==> config.mk <==
export PLATFORM = sky130hd
export DESIGN_NAME = tdm_tx_mux
export DESIGN_NICKNAME = d
export VERILOG_FILES = /design/src/rtl/tdm_tx_pkg.sv /design/src/rtl/tdm_tx_chan_regs.sv /design/src/rtl/tdm_tx_slot_sel.sv /design/src/rtl/tdm_tx_irq.sv /design/src/rtl/tdm_tx_mux.sv
export SDC_FILE = /design/constraint.sdc
export NUM_CORES = 1
export LEC_CHECK = 0
export BUFFER_PORTS_ARGS = -buffer_cell sky130_fd_sc_hd__clkbuf_2
export CORE_ASPECT_RATIO = 2
export CORE_UTILIZATION = 35
export DETAILED_ROUTE_END_ITERATION = 10
export HOLD_SLACK_MARGIN = 0.1
export PLACE_DENSITY = 0.6
export REMOVE_ABC_BUFFERS = 1
export SYNTH_ARGS = -nofsm -noshare
export SYNTH_HDL_FRONTEND = slang
export SYNTH_SLANG_ARGS = --single-unit
==> constraint.sdc <==
create_clock -name clk_i -period 11.07 [get_ports clk_i]
set_input_delay 1.107 -clock clk_i [delete_from_list [all_inputs] [get_ports clk_i]]
set_output_delay 1.107 -clock clk_i [all_outputs]
set_load 0.03 [all_outputs]
==> src/rtl/tdm_tx_pkg.sv <==
package tdm_tx_pkg;
  localparam int DATA_W = 16;

  typedef struct packed {
    logic       oe;
    logic       od;
    logic       cont;
    logic [1:0] rate;
    logic [1:0] flen;
    logic       simple;
  } ctrl_t;

  localparam int CTRL_ORST = 8;
  localparam int CTRL_CRST = 9;

  function automatic logic [4:0] len_bits(input logic [1:0] code);
    case (code)
      2'b00:   return 5'd16;
      2'b01:   return 5'd8;
      2'b10:   return 5'd4;
      default: return 5'd2;
    endcase
  endfunction
endpackage

==> src/rtl/tdm_tx_chan_regs.sv <==
module tdm_tx_chan_regs #(
  parameter int NUM_CH = 16,
  parameter int POS_W  = 8,
  parameter int DATA_W = 16,
  localparam int CH_W  = $clog2(NUM_CH)
) (
  input  logic                              clk_i,
  input  logic                              rst_ni,
  input  logic                              wr_en_i,
  input  logic [1:0]                        wr_sel_i,
  input  logic [CH_W-1:0]                   wr_ch_i,
  input  logic [DATA_W-1:0]                 wr_data_i,
  output logic [NUM_CH-1:0]                 en_o,
  output logic [NUM_CH-1:0][POS_W-1:0]      start_o,
  output logic [NUM_CH-1:0][1:0]            len_o,
  output logic [NUM_CH-1:0][DATA_W-1:0]     data_o
);
  for (genvar g = 0; g < NUM_CH; g++) begin : g_ch
    logic sel;
    assign sel = wr_en_i && (wr_ch_i == CH_W'(g));
    always_ff @(posedge clk_i or negedge rst_ni) begin
      if (!rst_ni) begin
        en_o[g]    <= 1'b0;
        start_o[g] <= '0;
        len_o[g]   <= '0;
        data_o[g]  <= '0;
      end else if (sel) begin
        case (wr_sel_i)
          2'd0: data_o[g] <= wr_data_i;
          2'd1: begin
            start_o[g] <= wr_data_i[POS_W-1:0];
            en_o[g]    <= wr_data_i[DATA_W-1];
          end
          2'd2: len_o[g] <= wr_data_i[1:0];
          default: ;
        endcase
      end
    end
  end
endmodule

==> src/rtl/tdm_tx_slot_sel.sv <==
module tdm_tx_slot_sel #(
  parameter int NUM_CH = 16,
  parameter int POS_W  = 8,
  parameter int DATA_W = 16,
  localparam int IDX_W = $clog2(DATA_W)
) (
  input  logic [POS_W-1:0]                  pos_i,
  input  logic [NUM_CH-1:0]                 en_i,
  input  logic [NUM_CH-1:0][POS_W-1:0]      start_i,
  input  logic [NUM_CH-1:0][1:0]            len_i,
  input  logic [NUM_CH-1:0][DATA_W-1:0]     data_i,
  output logic                              hit_o,
  output logic                              bit_o
);
  logic [NUM_CH-1:0] hit, bits;

  for (genvar g = 0; g < NUM_CH; g++) begin : g_win
    logic [POS_W:0] lo, hi, pos, off;
    assign lo      = {1'b0, start_i[g]};
    assign hi      = lo + (POS_W+1)'(tdm_tx_pkg::len_bits(len_i[g]));
    assign pos     = {1'b0, pos_i};
    assign off     = pos - lo;
    assign hit[g]  = en_i[g] && (pos >= lo) && (pos < hi);
    assign bits[g] = data_i[g][off[IDX_W-1:0]];
  end

  assign hit_o = |hit;
  assign bit_o = |(hit & bits);
endmodule

==> src/rtl/tdm_tx_irq.sv <==
module tdm_tx_irq #(
  parameter int CNT_W = 4
) (
  input  logic       clk_i,
  input  logic       rst_ni,
  input  logic       simple_i,
  input  logic       cont_i,
  input  logic [1:0] rate_i,
  input  logic       od_i,
  input  logic       oe_i,
  input  logic       out_rst_i,
  input  logic       arm_i,
  input  logic       col_rst_i,
  input  logic       data_wr_i,
  input  logic       first_bit_i,
  input  logic       early_sync_i,
  input  logic       mismatch_i,
  output logic       be_o,
  output logic       fe_o,
  output logic       col_o
);
  logic             pend_q;
  logic [CNT_W-1:0] fcnt_q;
  logic [CNT_W-1:0] fcnt_last;

  assign fcnt_last = CNT_W'((5'd2 << rate_i) - 5'd1);

  always_ff @(posedge clk_i or negedge rst_ni) begin
    if (!rst_ni) begin
      be_o   <= 1'b0;
      pend_q <= 1'b0;
      fcnt_q <= '0;
    end else if (out_rst_i) begin
      be_o   <= 1'b0;
      pend_q <= arm_i;
      fcnt_q <= '0;
    end else if (first_bit_i && simple_i) begin
      be_o <= 1'b1;
    end else if (first_bit_i && pend_q) begin
      be_o   <= 1'b1;
      pend_q <= 1'b0;
      fcnt_q <= '0;
    end else if (first_bit_i && cont_i) begin
      if (fcnt_q == fcnt_last) begin
        be_o   <= 1'b1;
        fcnt_q <= '0;
      end else begin
        fcnt_q <= fcnt_q + 1'b1;
        if (data_wr_i) be_o <= 1'b0;
      end
    end else if (data_wr_i) begin
      be_o <= 1'b0;
    end
  end

  always_ff @(posedge clk_i or negedge rst_ni) begin
    if (!rst_ni)                           fe_o <= 1'b0;
    else if (out_rst_i)                    fe_o <= 1'b0;
    else if (early_sync_i && !simple_i)    fe_o <= 1'b1;
  end

  always_ff @(posedge clk_i or negedge rst_ni) begin
    if (!rst_ni)                                         col_o <= 1'b0;
    else if (out_rst_i || col_rst_i)                     col_o <= 1'b0;
    else if (mismatch_i && !simple_i && od_i && oe_i)    col_o <= 1'b1;
  end


  fe_cause_chk: assert property (@(posedge clk_i) disable iff (!rst_ni)
    $rose(fe_o) |-> $past(early_sync_i));

  col_cause_chk: assert property (@(posedge clk_i) disable iff (!rst_ni)
    $rose(col_o) |-> $past(od_i && oe_i && mismatch_i));

  simple_quiet_chk: assert property (@(posedge clk_i) disable iff (!rst_ni)
    $past(simple_i) |-> !$rose(fe_o) && !$rose(col_o));

  out_rst_clear_chk: assert property (@(posedge clk_i) disable iff (!rst_ni)
    $past(out_rst_i) |-> !be_o && !fe_o && !col_o);
endmodule

==> src/rtl/tdm_tx_mux.sv <==
module tdm_tx_mux #(
  parameter int NUM_CH = 16,
  parameter int POS_W  = 8,
  localparam int CH_W  = $clog2(NUM_CH),
  localparam int DATA_W = tdm_tx_pkg::DATA_W,
  localparam int IDX_W = $clog2(DATA_W)
) (
  input  logic              clk_i,
  input  logic              rst_ni,
  input  logic              fsync_i,
  input  logic              wr_en_i,
  input  logic [1:0]        wr_sel_i,
  input  logic [CH_W-1:0]   wr_ch_i,
  input  logic [DATA_W-1:0] wr_data_i,
  input  logic              sdo_pin_i,
  output logic              sdo_o,
  output logic              sdo_oe_o,
  output logic              be_irq_o,
  output logic              fe_irq_o,
  output logic              col_irq_o
);
  import tdm_tx_pkg::*;

  ctrl_t                         ctrl_q;
  logic                          active_q;
  logic [POS_W-1:0]              pos_q, last_pos;
  logic [NUM_CH-1:0]             ch_en;
  logic [NUM_CH-1:0][POS_W-1:0]  ch_start;
  logic [NUM_CH-1:0][1:0]        ch_len;
  logic [NUM_CH-1:0][DATA_W-1:0] ch_data;
  logic                          win_hit, win_bit, simple_hit, tx_bit, in_win;
  logic                          ctrl_wr, out_rst, col_rst, data_wr, early_sync;

  assign ctrl_wr = wr_en_i && (wr_sel_i == 2'd3);
  assign out_rst = ctrl_wr && wr_data_i[CTRL_ORST];
  assign col_rst = ctrl_wr && wr_data_i[CTRL_CRST];
  assign data_wr = wr_en_i && (wr_sel_i == 2'd0);

  always_ff @(posedge clk_i or negedge rst_ni) begin
    if (!rst_ni)      ctrl_q <= '0;
    else if (ctrl_wr) ctrl_q <= ctrl_t'(wr_data_i[7:0]);
  end

  tdm_tx_chan_regs #(.NUM_CH(NUM_CH), .POS_W(POS_W), .DATA_W(DATA_W)) u_regs (
    .clk_i, .rst_ni, .wr_en_i, .wr_sel_i, .wr_ch_i, .wr_data_i,
    .en_o(ch_en), .start_o(ch_start), .len_o(ch_len), .data_o(ch_data)
  );

  tdm_tx_slot_sel #(.NUM_CH(NUM_CH), .POS_W(POS_W), .DATA_W(DATA_W)) u_sel (
    .pos_i(pos_q), .en_i(ch_en), .start_i(ch_start), .len_i(ch_len),
    .data_i(ch_data), .hit_o(win_hit), .bit_o(win_bit)
  );

  // last bit position of the current frame
  always_comb begin
    if (ctrl_q.simple) last_pos = POS_W'(len_bits(ch_len[0])) - 1'b1;
    else               last_pos = POS_W'({ctrl_q.flen, 6'h3f});
  end

  always_ff @(posedge clk_i or negedge rst_ni) begin
    if (!rst_ni) begin
      active_q <= 1'b0;
      pos_q    <= '0;
    end else if (out_rst) begin
      active_q <= 1'b0;
      pos_q    <= '0;
    end else if (fsync_i) begin
      active_q <= 1'b1;
      pos_q    <= '0;
    end else if (active_q) begin
      if (pos_q == last_pos) active_q <= 1'b0;
      else                   pos_q    <= pos_q + 1'b1;
    end
  end

  assign early_sync = fsync_i && active_q && (pos_q != last_pos);
  assign simple_hit = pos_q < POS_W'(len_bits(ch_len[0]));
  assign in_win     = active_q && (ctrl_q.simple ? simple_hit : win_hit);

  always_comb begin
    if (!in_win)            tx_bit = 1'b1;
    else if (ctrl_q.simple) tx_bit = ch_data[0][pos_q[IDX_W-1:0]];
    else                    tx_bit = win_bit;
  end

  assign sdo_o    = tx_bit;
  assign sdo_oe_o = ctrl_q.oe && (!ctrl_q.od || !tx_bit);

  tdm_tx_irq u_irq (
    .clk_i, .rst_ni,
    .simple_i(ctrl_q.simple), .cont_i(ctrl_q.cont), .rate_i(ctrl_q.rate),
    .od_i(ctrl_q.od), .oe_i(ctrl_q.oe),
    .out_rst_i(out_rst), .arm_i(wr_data_i[5]), .col_rst_i(col_rst),
    .data_wr_i(data_wr), .first_bit_i(active_q && (pos_q == '0)),
    .early_sync_i(early_sync), .mismatch_i(in_win && (sdo_pin_i != tx_bit)),
    .be_o(be_irq_o), .fe_o(fe_irq_o), .col_o(col_irq_o)
  );


  idle_release_chk: assert property (@(posedge clk_i) disable iff (!rst_ni)
    !active_q |-> sdo_o);

  od_drive_chk: assert property (@(posedge clk_i) disable iff (!rst_ni)
    (ctrl_q.od && sdo_oe_o) |-> !sdo_o);

  oe_off_chk: assert property (@(posedge clk_i) disable iff (!rst_ni)
    !ctrl_q.oe |-> !sdo_oe_o);
endmodule

## Yosys cells after proc, flatten, opt, wreduce, memory -nomap -nowiden

Cells that the tools add are included.
W data, S select, Z words.

- Equality and inequality tests: 56
- Shift-type cells: 1
- Multipliers: 0
- $lt $le $gt $ge: 50
- Add/sub/neg operators: 36
- Multiplexer cells: 81
- Reductions and logical operators: 147
- Div/mod/pow operators: 0
- Bitwise logic cells: 1

Operators with widths:

| kind | number |
|---|---|
| $pmux W5 S3 | 16 |
| $add A8 B5 Y9 | 16 |
| $lt A8 B9 Y1 | 16 |
| $ge A8 B8 Y1 | 16 |
| $reduce_and A2 Y1 | 51 |
| $lt A4 B5 Y1 const B | 17 |
| $bmux W1 S4 | 17 |
| $logic_and A1 B1 Y1 | 65 |
| $sub A4 B4 Y4 | 16 |
| $mux W8 | 5 |
| $mux W1 | 37 |
| $eq A2 B2 Y1 const B | 18 |
| $eq A2 B1 Y1 const B | 17 |
| $logic_not A2 Y1 | 17 |
| $eq A4 B4 Y1 const B | 8 |
| $reduce_or A16 Y1 | 2 |
| $mux W4 | 5 |
| $and A16 B16 Y16 | 1 |
| $eq A4 B3 Y1 const B | 4 |
| $add A8 B1 Y8 const B | 1 |
| $eq A4 B2 Y1 const B | 2 |
| $eq A8 B8 Y1 | 1 |
| $logic_not A8 Y1 | 1 |
| $lt A8 B5 Y1 | 1 |
| other kinds (16) | 22 |

- Register bits: 457
- RAM bits: 0
- Memories: 0
- Bits in latches: 0
- ROM bits: 0
- Word-level logic and storage cells: 449
- Output and inout bits: 5
- Input bits: 27

## Depth between registers and ports, before layout

Gate-level depths: netlist of run 1.

- Depth after elaboration: 16
- Mapped depth: 18
- Gate-level depth less buffers: 18

## By module

Synthesis of run 1 repeated with hierarchy kept, for this count alone.

- Cells, all modules: 2469
- Area, all modules: 29766.0 µm²

By module, submodules not included:

| module | cells an instance | instances | sequential area each (µm²) | area an instance (µm²) |
|---|---|---|---|---|
| tdm_tx_chan_regs | 997 | 1 | 10810.4 | 16597.2 |
| tdm_tx_slot_sel | 1284 | 1 | 0.0 | 11378.4 |
| tdm_tx_mux | 137 | 1 | 425.4 | 1315.0 |
| tdm_tx_irq | 51 | 1 | 200.2 | 475.5 |

## Worst setup path before layout of run 1

OpenSTA, ideal clock, no wires.

- Path type: reg-to-output
- Start: register pos_q[1]
- End: output sdo_oe_o
- Arrival: 4491 ps
- Path buffers: 0
- Path slack: 5472 ps
- Data required time: 9963 ps
- Stages on the path, launching flop included: 10
- Cells stage by stage: dfrtp_1 -> fa_1 -> mux4_2 -> nor2b_4 -> a2111oi_2 -> nand3b_1 -> o211ai_1 -> or4_1 -> or2_4 -> a221oi_2

- Word-level cells in the longest chain between the ends: 10

RTL lines:

| element | line | RTL |
|---|---|---|
| start, declared | tdm_tx_mux.sv:26 | `logic [POS_W-1:0] pos_q, last_pos;` |
| start signal, assigned | tdm_tx_mux.sv:72 | `else pos_q <= pos_q + 1'b1;` |
| $sub A4 B4 Y4 or $ge A8 B8 Y1 (tied branches) | tdm_tx_slot_sel.sv:22, tdm_tx_slot_sel.sv:23 |  |
| $bmux W1 S4 or $logic_and A1 B1 Y1 (tied branches) | tdm_tx_slot_sel.sv:24, tdm_tx_slot_sel.sv:23 |  |
| $mux W1 (not written as such) or $logic_and A1 B1 Y1 (tied branches) | tdm_tx_slot_sel.sv:24, tdm_tx_slot_sel.sv:23 |  |
| $and A16 B16 Y16 or $reduce_or A16 Y1 (tied branches) | tdm_tx_slot_sel.sv:28, tdm_tx_slot_sel.sv:27 |  |
| $reduce_or A16 Y1 or $mux W1 (tied branches) | tdm_tx_slot_sel.sv:28, tdm_tx_mux.sv:78 |  |
| $mux W1 or $logic_and A1 B1 Y1 (tied branches) | tdm_tx_mux.sv:82, tdm_tx_mux.sv:78 |  |
| $mux W1 (*) | tdm_tx_mux.sv:81 | `if (!in_win) tx_bit = 1'b1;` |
| $logic_not A1 Y1 (*) | tdm_tx_mux.sv:87 | `assign sdo_oe_o = ctrl_q.oe && (!ctrl_q.od \|\| !tx_bit);` |
| $logic_or A1 B1 Y1 (*) | tdm_tx_mux.sv:87 |  |
| $logic_and A1 B1 Y1 (*) | tdm_tx_mux.sv:87 |  |
| end, declared | tdm_tx_mux.sv:17 | `output logic sdo_oe_o,` |

Every way passes the cells marked *; elsewhere a longest branch is shown, timed or not. The select of a mux whose other input is x is not followed.

## Final worst setup path of run 1

- Start: register pos_q[0]
- End: output sdo_oe_o

Same word-level chain as after synthesis.

==> qor.txt, run 1 <==
STATUS
-----------------------------------------------------------------------------------------
Run status ................................................................. finished with violations
Violations in the final reports ............................................ design-rule violations

TIMING
-----------------------------------------------------------------------------------------
Fmax achieved ..............................................................    151.5 MHz
Summed negative setup slack over all endpoints .............................         0 ps
Clock period minus worst slack .............................................      6600 ps
RSZ-0062 raised after global routing .......................................           no
Actual transition at the worst max-transition pin ..........................      1181 ps
Clock tree skew after final layout .........................................     15.83 ps
Remaining max-slew budget at the tightest pin ..............................       0.2041
Worst setup margin .........................................................      4470 ps
Pins over their slew limit .................................................            0
Endpoints failing setup ....................................................            0
Final count of hold timing violations ......................................            0
Final Cycle Share ..........................................................       0.5963

SYNTHESIS
-----------------------------------------------------------------------------------------
Gate count after technology mapping ........................................         2631
Biggest area contributors in the synthesized netlist ....................... dfrtp_1, mux2_2, ha_1
Top_reg_cell synth .........................................................      dfrtp_1
Part of the Yosys area used for sequential elements ........................       0.3887
Area fraction of the dominant cell type after synthesis ....................       0.3887
Count of warnings emitted by yosys .........................................            0
Number of synthesized register bits ........................................          457
Post-synth EDFFs ...........................................................            0
Number of library cell types mapped by synthesis ...........................           71
Cell taking the most area after synthesis ..................................      dfrtp_1
Post-synthesis cell area ...................................................  0.02942 mm²
Proportion of register bits with asynchronous set or reset after synthesis .        1.000
Mean cell area of the mapped netlist .......................................    11.18 µm²

GRT
-----------------------------------------------------------------------------------------
Number of antenna violations at the first check in global routing ..........            2
GR peak layer ..............................................................         met2
Pin count of the biggest net entering global routing .......................          158
Met1 global-route usage ....................................................       0.2062
GR met2 Demand/Resource ....................................................       0.3809
Global-route usage over all layers .........................................       0.1948
Global-route wire length before repair .....................................     127.0 mm
Global-route track usage on met3 ...........................................      0.01926
Overflow left after global routing .........................................            0
Number of global-route vias before repair ..................................        21630

DETAILED ROUTING
-----------------------------------------------------------------------------------------
Routed via count ...........................................................        20380
Average vias per placed instance ...........................................        5.439
Post-detailed-route DRC marker count .......................................            3
Number of DRC markers after the initial detailed-route iteration ...........          925
Number of iterations in the first detailed-routing pass ....................            8
Detailed-route wire length .................................................     81.54 mm
DR WL/cell .................................................................     21.77 µm
Antenna Violating Nets Remaining ...........................................            0

WORST SETUP PATH
-----------------------------------------------------------------------------------------
Reg2Reg Launch Point ....................................................... u_regs.len_o[21]$_DFFE_PN0P_
Critical Path End ..........................................................     sdo_oe_o
Startpoint of the most critical setup path ................................. pos_q[0]$_DFFE_PN0P_
Critical path depth in cells ...............................................           15
WS Path Type ............................................................... flip-flop to output pin
Critical path, cell by cell ................................................ inv_1 -> buf_4 -> ha_1 -> inv_1 -> fa_1 -> a21oi_1 -> nor2_1 -> a211oi_1 -> o21ai_0 -> o21ai_0 -> o211ai_1 -> or4_1 -> or2_4 -> a221oi_2 -> clkbuf_2
Cells on worst reg2reg path ................................................           16
Reg-to-reg critical path endpoint .......................................... u_irq.col_o$_DFFE_PN0P_
Biggest fanout along the worst timing path .................................           18
Data required time of the critical path ....................................      9960 ps
Worst stage delay on the critical path .....................................       830 ps
Kind of end point of the critical path .....................................   output pin
Worst R2R Setup Slack ......................................................      6130 ps
Worst Setup Start Kind .....................................................    flip-flop
Slowest cell on the critical path ..........................................      o21ai_0
Cell class contributing the biggest share of worst-path delay .............. compound AO/OA/AOI/OAI gates
CP bufs+invs ...............................................................            4
Endpoint arrival time on the critical path .................................      5490 ps

LAYOUT
-----------------------------------------------------------------------------------------
Most frequent cells in the layout .......................................... dfrtp_1, mux2_2, ha_1
# nets final ...............................................................         3019
Area delta synth->final ....................................................       9.934%
Fraction of layout instances using a drive strength above 1 ................       0.2237
Area of all placed cells without fillers ...................................  0.03234 mm²
Most common cell after layout, fill and taps aside .........................      dfrtp_1
Ant. Diodes ................................................................            0
Filler instances ...........................................................         8081

WORST HOLD PATH
-----------------------------------------------------------------------------------------
Hold/Removal Path Class .................................................... flip-flop to flip-flop

POWER AND IR DROP
-----------------------------------------------------------------------------------------
Power per standard cell area ............................................... 167.5 mW/mm²
Largest voltage drop on the vdd net ........................................   0.09495 mV
Leakage power ..............................................................     15.47 nW

PLACED DESIGN
-----------------------------------------------------------------------------------------
Post-placement setup slack .................................................      4961 ps
DP Area ....................................................................  0.03087 mm²
Buffers on Ports ...........................................................           31
Routability cong. ..........................................................       0.8471
Detailed-placement wirelength estimate .....................................     54.19 mm

CLOCKING
-----------------------------------------------------------------------------------------
Quantity of hold-fixing buffers added after cts ............................            0
Setup Buffers After CTS ....................................................            0
Number of H-tree levels ....................................................            2
Number of cells upsized or downsized after cts .............................            0
CTS tree ...................................................................        built
CTS buffer count ...........................................................           43
Buffers from clock root to sink, at most ...................................            3
Clock Tree Root ............................................................    clkbuf_16
Clk sinks ..................................................................          457
Clock slew at the register clock pins of the worst setup and hold paths ....        80 ps
Worst-Skew Late Latency ....................................................       580 ps

FLOORPLANNING
-----------------------------------------------------------------------------------------
Die area ...................................................................  0.08529 mm²
Horiz. Die Dim .............................................................     207.0 µm
Core area ..................................................................  0.08333 mm²
Starting Density ...........................................................       0.3531
Count of standard-cell rows ................................................          150
Floorplan die height .......................................................     412.0 µm
Number of top-level pins ...................................................           32

JOB
-----------------------------------------------------------------------------------------
Count of maximum capacitance violations ....................................            0

==> report_power, final <==
group / switching (mW) / internal (mW)
Sequential: 0.184 / 1.91
Clock: 0.691 / 0.897
Combinational: 0.886 / 0.845
Total: 1.76 / 3.65
==> logic make-up after synthesis <==
group / Yosys count / share of synthesized area
buffers and inverters: 287 / 0.03696
muxes: 461 / 0.2032
adders and majority gates: 342 / 0.1536
AOI/OAI and AO/OA: 483 / 0.1038
xor gates and xnor gates: 114 / 0.03457
DFF: 457 / 0.3887
and+or+nand+nor: 487 / 0.07914
==> worst reg2reg max path, delay by kind of cell, from the launching register on <==
kind / cells / cell delay, ps
flip-flops: 1 / 400
AND/OR/NAND/NOR: 3 / 860
AO/OA/AOI/OAI: 10 / 2900
adder cells (fa/ha/maj): 2 / 550
XOR/XNOR: 1 / 150
==> cell type report <==
class / count / area [µm²] / area share
inverter: 191 / 716.9 / 0.02217
clock inverter: 18 / 242.7 / 0.007505
multi-input combinational: 1887 / 16900 / 0.5225
clock buffer: 59 / 1226 / 0.03791
tap: 1064 / 1331 / 0.04116
timing repair buffer: 70 / 480.5 / 0.01485
sequential: 457 / 11450 / 0.3539
==> synthesized netlist by cell type, drive strengths merged (20+ instances only) <==
cell type	n
o211ai	22
mux2	372
clkbuf	92
xor2	22
xnor2	92
nor2	105
inv	191
mux4	71
o21ai	160
a21o	54
nand2	179
nor3	28
nand3	20
o21a	20
fa	32
nor2b	58
dfrtp	457
a21oi	103
ha	310
and2	23
a211oi	29
==> sequential cells by signal, indices dropped and copies added (netlist names) <==
name            flops
active_q            1
ctrl_q              8
pos_q               8
u_irq.be_o          1
u_irq.col_o         1
u_irq.fcnt_q        4
u_irq.fe_o          1
u_irq.pend_q        1
u_regs.data_o     256
u_regs.en_o        16
u_regs.len_o       32
u_regs.start_o    128
==> worst min-delay path by stage <==
stage / from / to / depth (start not counted)
after floorplan: u_regs.data_o[48]$_DFFE_PN0P_ / u_regs.data_o[48]$_DFFE_PN0P_ / 1
after global placement: u_regs.data_o[51]$_DFFE_PN0P_ / u_regs.data_o[51]$_DFFE_PN0P_ / 1
after detailed placement: u_regs.data_o[57]$_DFFE_PN0P_ / u_regs.data_o[57]$_DFFE_PN0P_ / 1
after CTS: u_regs.data_o[57]$_DFFE_PN0P_ / u_regs.data_o[57]$_DFFE_PN0P_ / 1
after global routing: u_regs.data_o[53]$_DFFE_PN0P_ / u_regs.data_o[53]$_DFFE_PN0P_ / 1
final: u_regs.data_o[57]$_DFFE_PN0P_ / u_regs.data_o[57]$_DFFE_PN0P_ / 1
==> per-layer routing <==
metal	wire (µm)	up-vias	part of all wire
met3	2690	182	0.033
met1	30190	10330	0.37
met4	4138	4	0.051
met2	44490	386	0.55
li1	-	9470	-
met5	27	-	0.00033
==> per-stage QoR <==
step	util	cells	hold slack, ps	total power, mW
3_5_place_dp	0.3705	3669	488.0	3.872
6_report	0.3881	3746	499.3	5.416
5_1_grt	0.3881	3746	511.7	5.745
2_1_floorplan	-	2535	472.0	3.380
4_1_cts	0.3881	3746	503.7	5.484
3_3_place_gp	0.3704	3668	480.5	3.836
No activity file was read; power rests on OpenSTA's default activity.
==> run 2, diff against run 1 <==
ABC_AREA = 1   (was default)
clock period = 6.18 ns   (was 11.07 ns; I/O delays follow)
==> run 2 against run 1 <==
Net effect: the run now ends clean; combinational power rose to 2.8 times the previous value; first-iteration DRC count up 58%; synthesized cell count up 52%; register-to-register slack worse by 3700 ps; cell area up 3.1%; die area up 3.6%; clock power up 79%; utilization about the same; critical path depth up 5; synthesized area up 3.7%; clock skew up 4.1 ps; wire length up 13%; critical endpoint unchanged.
==> qor.txt, run 2 <==
POWER AND IR DROP
-----------------------------------------------------------------------------------------
Sequential group share of total power ......................................        0.333   was 0.387
Design internal power ......................................................     6.741 mW   was 3.655 mW
Share of total power in the clock network ..................................        0.247   was 0.293
Largest voltage drop on the vdd net ........................................    0.2246 mV   was 0.09495 mV
Leakage power ..............................................................     16.50 nW   was 15.47 nW
Power Total ................................................................     11.48 mW   was 5.416 mW
Sw frac ....................................................................       0.4129   was 0.3252
Net Sw Power ...............................................................     4.742 mW   was 1.761 mW
Portion of total power attributed to combinational logic ...................        0.420   was 0.320
Power per standard cell area ............................................... 344.4 mW/mm²   was 167.5 mW/mm²

SYNTHESIS
-----------------------------------------------------------------------------------------
Proportion of register bits with asynchronous set or reset after synthesis .        1.000   unchanged
Area fraction of the dominant cell type after synthesis ....................       0.3750   was 0.3887
Post-synthesis cell area ...................................................  0.03050 mm²   was 0.02942 mm²
Cell taking the most area after synthesis ..................................      dfrtp_1   unchanged
Mean cell area of the mapped netlist .......................................    7.622 µm²   was 11.18 µm²
Post-synth EDFFs ...........................................................            0   unchanged
Part of the Yosys area used for sequential elements ........................       0.3750   was 0.3887
Number of synthesized register bits ........................................          457   unchanged
Top cells by instance count after synthesis ................................ nand2_1, dfrtp_1, o21ai_0   was dfrtp_1, mux2_2, ha_1
Biggest area contributors in the synthesized netlist ....................... dfrtp_1, nand2_1, ha_1   was dfrtp_1, mux2_2, ha_1
Number of library cell types mapped by synthesis ...........................           48   was 71
Count of warnings emitted by yosys .........................................            0   unchanged
Most common cell in the netlist ............................................      nand2_1   was dfrtp_1
Gate count after technology mapping ........................................         4001   was 2631
Top_reg_cell synth .........................................................      dfrtp_1   unchanged

WORST SETUP PATH
-----------------------------------------------------------------------------------------
Endpoint arrival time on the critical path .................................      4600 ps   was 5490 ps
Worst stage delay on the critical path .....................................       560 ps   was 830 ps
Most frequent cell on the critical path ....................................      nand2_1
Slowest cell on the critical path ..........................................         fa_1   was o21ai_0
Data required time of the critical path ....................................      5560 ps   was 9960 ps
Kind of end point of the critical path .....................................   output pin   unchanged
Biggest fanout along the worst timing path .................................           28   was 18
WS Path Type ............................................................... flip-flop to output pin   unchanged
Worst Setup Start Kind .....................................................    flip-flop   unchanged
Critical path, cell by cell ................................................ inv_1 -> buf_4 -> ha_1 -> inv_1 -> fa_1 -> inv_1 -> nand3_1 -> nand2_1 -> nand2_1 -> nand2_1 -> nor2_1 -> nor2_1 -> nand4_1 -> nand2_1 -> nor2_1 -> nand2_2 -> o21bai_2 -> nand3_2 -> a21boi_2 -> clkbuf_2   was inv_1 -> buf_4 -> ha_1 -> inv_1 -> fa_1 -> a21oi_1 -> nor2_1 -> a211oi_1 -> o21ai_0 -> o21ai_0 -> o211ai_1 -> or4_1 -> or2_4 -> a221oi_2 -> clkbuf_2

LAYOUT
-----------------------------------------------------------------------------------------
Register with the highest flop count ....................................... u_regs.data_o   unchanged
# nets final ...............................................................         4350   was 3019
Max reg flops ..............................................................          256   unchanged
Share of the core filled with cells ........................................       0.3878   was 0.3881
Cell Count, Final, Fillers Out .............................................         5169   was 3746
Area of all placed cells without fillers ...................................  0.03334 mm²   was 0.03234 mm²
Fraction of layout instances using a drive strength above 1 ................      0.05931   was 0.2237
Area delta synth->final ....................................................       9.322%   was 9.934%
Most common cell after layout, fill and taps aside .........................      nand2_1   was dfrtp_1
Most frequent cells in the layout .......................................... nand2_1, dfrtp_1, o21ai_0   was dfrtp_1, mux2_2, ha_1
Registers with the most flip-flops ......................................... u_regs.data_o (256), u_regs.start_o (128), u_regs.len_o (32)   unchanged

TIMING
-----------------------------------------------------------------------------------------
Post-route worst hold slack ................................................     281.3 ps   was 499.3 ps
Final Cycle Share ..........................................................       0.8439
Fmax achieved ..............................................................    191.8 MHz
Final count of hold timing violations ......................................            0   unchanged
RSZ-0062 raised after global routing .......................................           no   unchanged
Summed negative setup slack over all endpoints .............................         0 ps   unchanged
Clock tree skew after final layout .........................................     19.93 ps   was 15.83 ps
Pins over their slew limit .................................................            0   unchanged
Endpoints failing setup ....................................................            0   unchanged
Remaining max-slew budget at the tightest pin ..............................       0.1631   was 0.2041
Clock period minus worst slack .............................................      5215 ps
Worst setup margin .........................................................     964.9 ps   was 4470 ps
Actual transition at the worst max-transition pin ..........................      1246 ps   was 1181 ps

DETAILED ROUTING
-----------------------------------------------------------------------------------------
Routed via count ...........................................................        26360   was 20380
DR WL/cell .................................................................     17.83 µm   was 21.77 µm
Detailed-route wire length .................................................     92.16 mm   was 81.54 mm
Number of iterations in the first detailed-routing pass ....................            5   was 8
Met3 routed WL .............................................................     2.524 mm   was 2.690 mm
Sum of met2 wire segment lengths after detailed routing ....................     49.23 mm   was 44.49 mm
Uppermost layer routed .....................................................         met4   was met5
Average vias per placed instance ...........................................        5.100   was 5.439
Number of DRC markers after the initial detailed-route iteration ...........         1465   was 925
Antenna Violating Nets Remaining ...........................................            0   unchanged
Routed met1 length .........................................................     34.22 mm   was 30.19 mm
Post-detailed-route DRC marker count .......................................            0   was 3

CLOCKING
-----------------------------------------------------------------------------------------
Quantity of hold-fixing buffers added after cts ............................            1   was 0
Clk sinks ..................................................................          457   unchanged
CTS buffer count ...........................................................           42   was 43
Number of H-tree levels ....................................................            2   unchanged
Buffers from clock root to sink, at most ...................................            3   unchanged
Setup Buffers After CTS ....................................................            0   unchanged
Clock slew at the register clock pins of the worst setup and hold paths ....        70 ps   was 80 ps
Worst-Skew Late Latency ....................................................       610 ps   was 580 ps
CTS tree ...................................................................        built   unchanged
Clock Tree Root ............................................................    clkbuf_16   unchanged
Number of cells upsized or downsized after cts .............................            0   unchanged

PLACED DESIGN
-----------------------------------------------------------------------------------------
Cell Count Post-Placement ..................................................         5091   was 3669
Routability cong. ..........................................................       0.8874   was 0.8471
DP Area ....................................................................  0.03187 mm²   was 0.03087 mm²
Detailed-placement wirelength estimate .....................................     63.39 mm   was 54.19 mm
Buffers on Ports ...........................................................           31   unchanged
Post-placement setup slack .................................................      1649 ps   was 4961 ps

GRT
-----------------------------------------------------------------------------------------
Number of antenna violations at the first check in global routing ..........            2   unchanged
Number of global-route vias before repair ..................................        26270   was 21630
Overflow left after global routing .........................................            0   unchanged
Global-route wire length before repair .....................................     144.7 mm   was 127.0 mm
Pin count of the biggest net entering global routing .......................          152   was 158
Global-route usage over all layers .........................................       0.2123   was 0.1948

FLOORPLANNING
-----------------------------------------------------------------------------------------
Core area ..................................................................  0.08596 mm²   was 0.08333 mm²
Number of top-level pins ...................................................           32   unchanged
Horiz. Die Dim .............................................................     210.7 µm   was 207.0 µm
Starting Density ...........................................................       0.3548   was 0.3531
Die area ...................................................................  0.08839 mm²   was 0.08529 mm²
Floorplan die height .......................................................     419.4 µm   was 412.0 µm
Count of standard-cell rows ................................................          152   was 150

WORST HOLD PATH
-----------------------------------------------------------------------------------------
Hold/Removal Path Class .................................................... primary input to flip-flop   was flip-flop to flip-flop

JOB
-----------------------------------------------------------------------------------------
Count of maximum capacitance violations ....................................            0   unchanged

STATUS
-----------------------------------------------------------------------------------------
Run status ................................................................. finished clean   was finished with violations

run 2: cell type report:
class	count	area, µm²
Multi-Input combinational cell	3005	16980
Sequential cell	457	11450
Antenna cell	1	2.502
Inverter	410	1539
Clock buffer	51	1125
Tap cell	1155	1445
Clock inverter	25	330.3
Fill cell	9090	52620
Timing Repair Buffer	65	473.0
run 2: worst paths after layout:
path / from / to / cells past startpoint / slack [ps]
worst max-delay path: pos_q[0]$_DFFE_PN0P_ / sdo_oe_o / 20 / 960
worst min-delay path: wr_data_i[0] / ctrl_q[0]$_DFFE_PN0P_ / 3 / 280
worst max register to register: pos_q[0]$_DFFE_PN0P_ / u_irq.col_o$_DFFE_PN0P_ / 22 / 2420
worst min register to register: u_regs.data_o[28]$_DFFE_PN0P_ / u_regs.data_o[28]$_DFFE_PN0P_ / 2 / 480
max in group asynchronous: rst_ni / u_regs.start_o[78]$_DFFE_PN0P_ / 3 / 4320
min in group asynchronous: rst_ni / u_regs.data_o[97]$_DFFE_PN0P_ / 2 / 560
run 2: routing by layer:
layer / track usage / vias to the layer above
met5: 0 / -
met4: 0.1302 / 0
met3: 0.01749 / 247
met2: 0.4054 / 464
met1: 0.2217 / 12510
li1: - / 13140
run 2: power groups by stage:
stage	clock (mW)	sequential (mW)	combinational (mW)
4_1_cts	2.91	3.82	4.85
3_3_place_gp	0	3.87	4.78
6_report	2.84	3.82	4.83
3_5_place_dp	0	3.87	4.82
5_1_grt	3.00	3.88	5.55
2_1_floorplan	0	3.76	3.55
run 2: critical path, delay by kind of cell, from the launching register on:
family                   cells  cell delay (ps)
adder cells (fa/ha/maj)      2              800
AO/OA/AOI/OAI                2              350
buffers and inverters        5              960
AND/OR/NAND/NOR             11             1350
flip-flops                   1              490
run 2: cells by family after synthesis:
| group | after synthesis | synth area share |
|---|---|---|
| simple gates | 1867 | 0.2586 |
| compound gates | 704 | 0.1226 |
| buf+inv | 539 | 0.06889 |
| flops | 457 | 0.3750 |
| fa+ha+maj | 342 | 0.1482 |
| xor+xnor | 92 | 0.02667 |
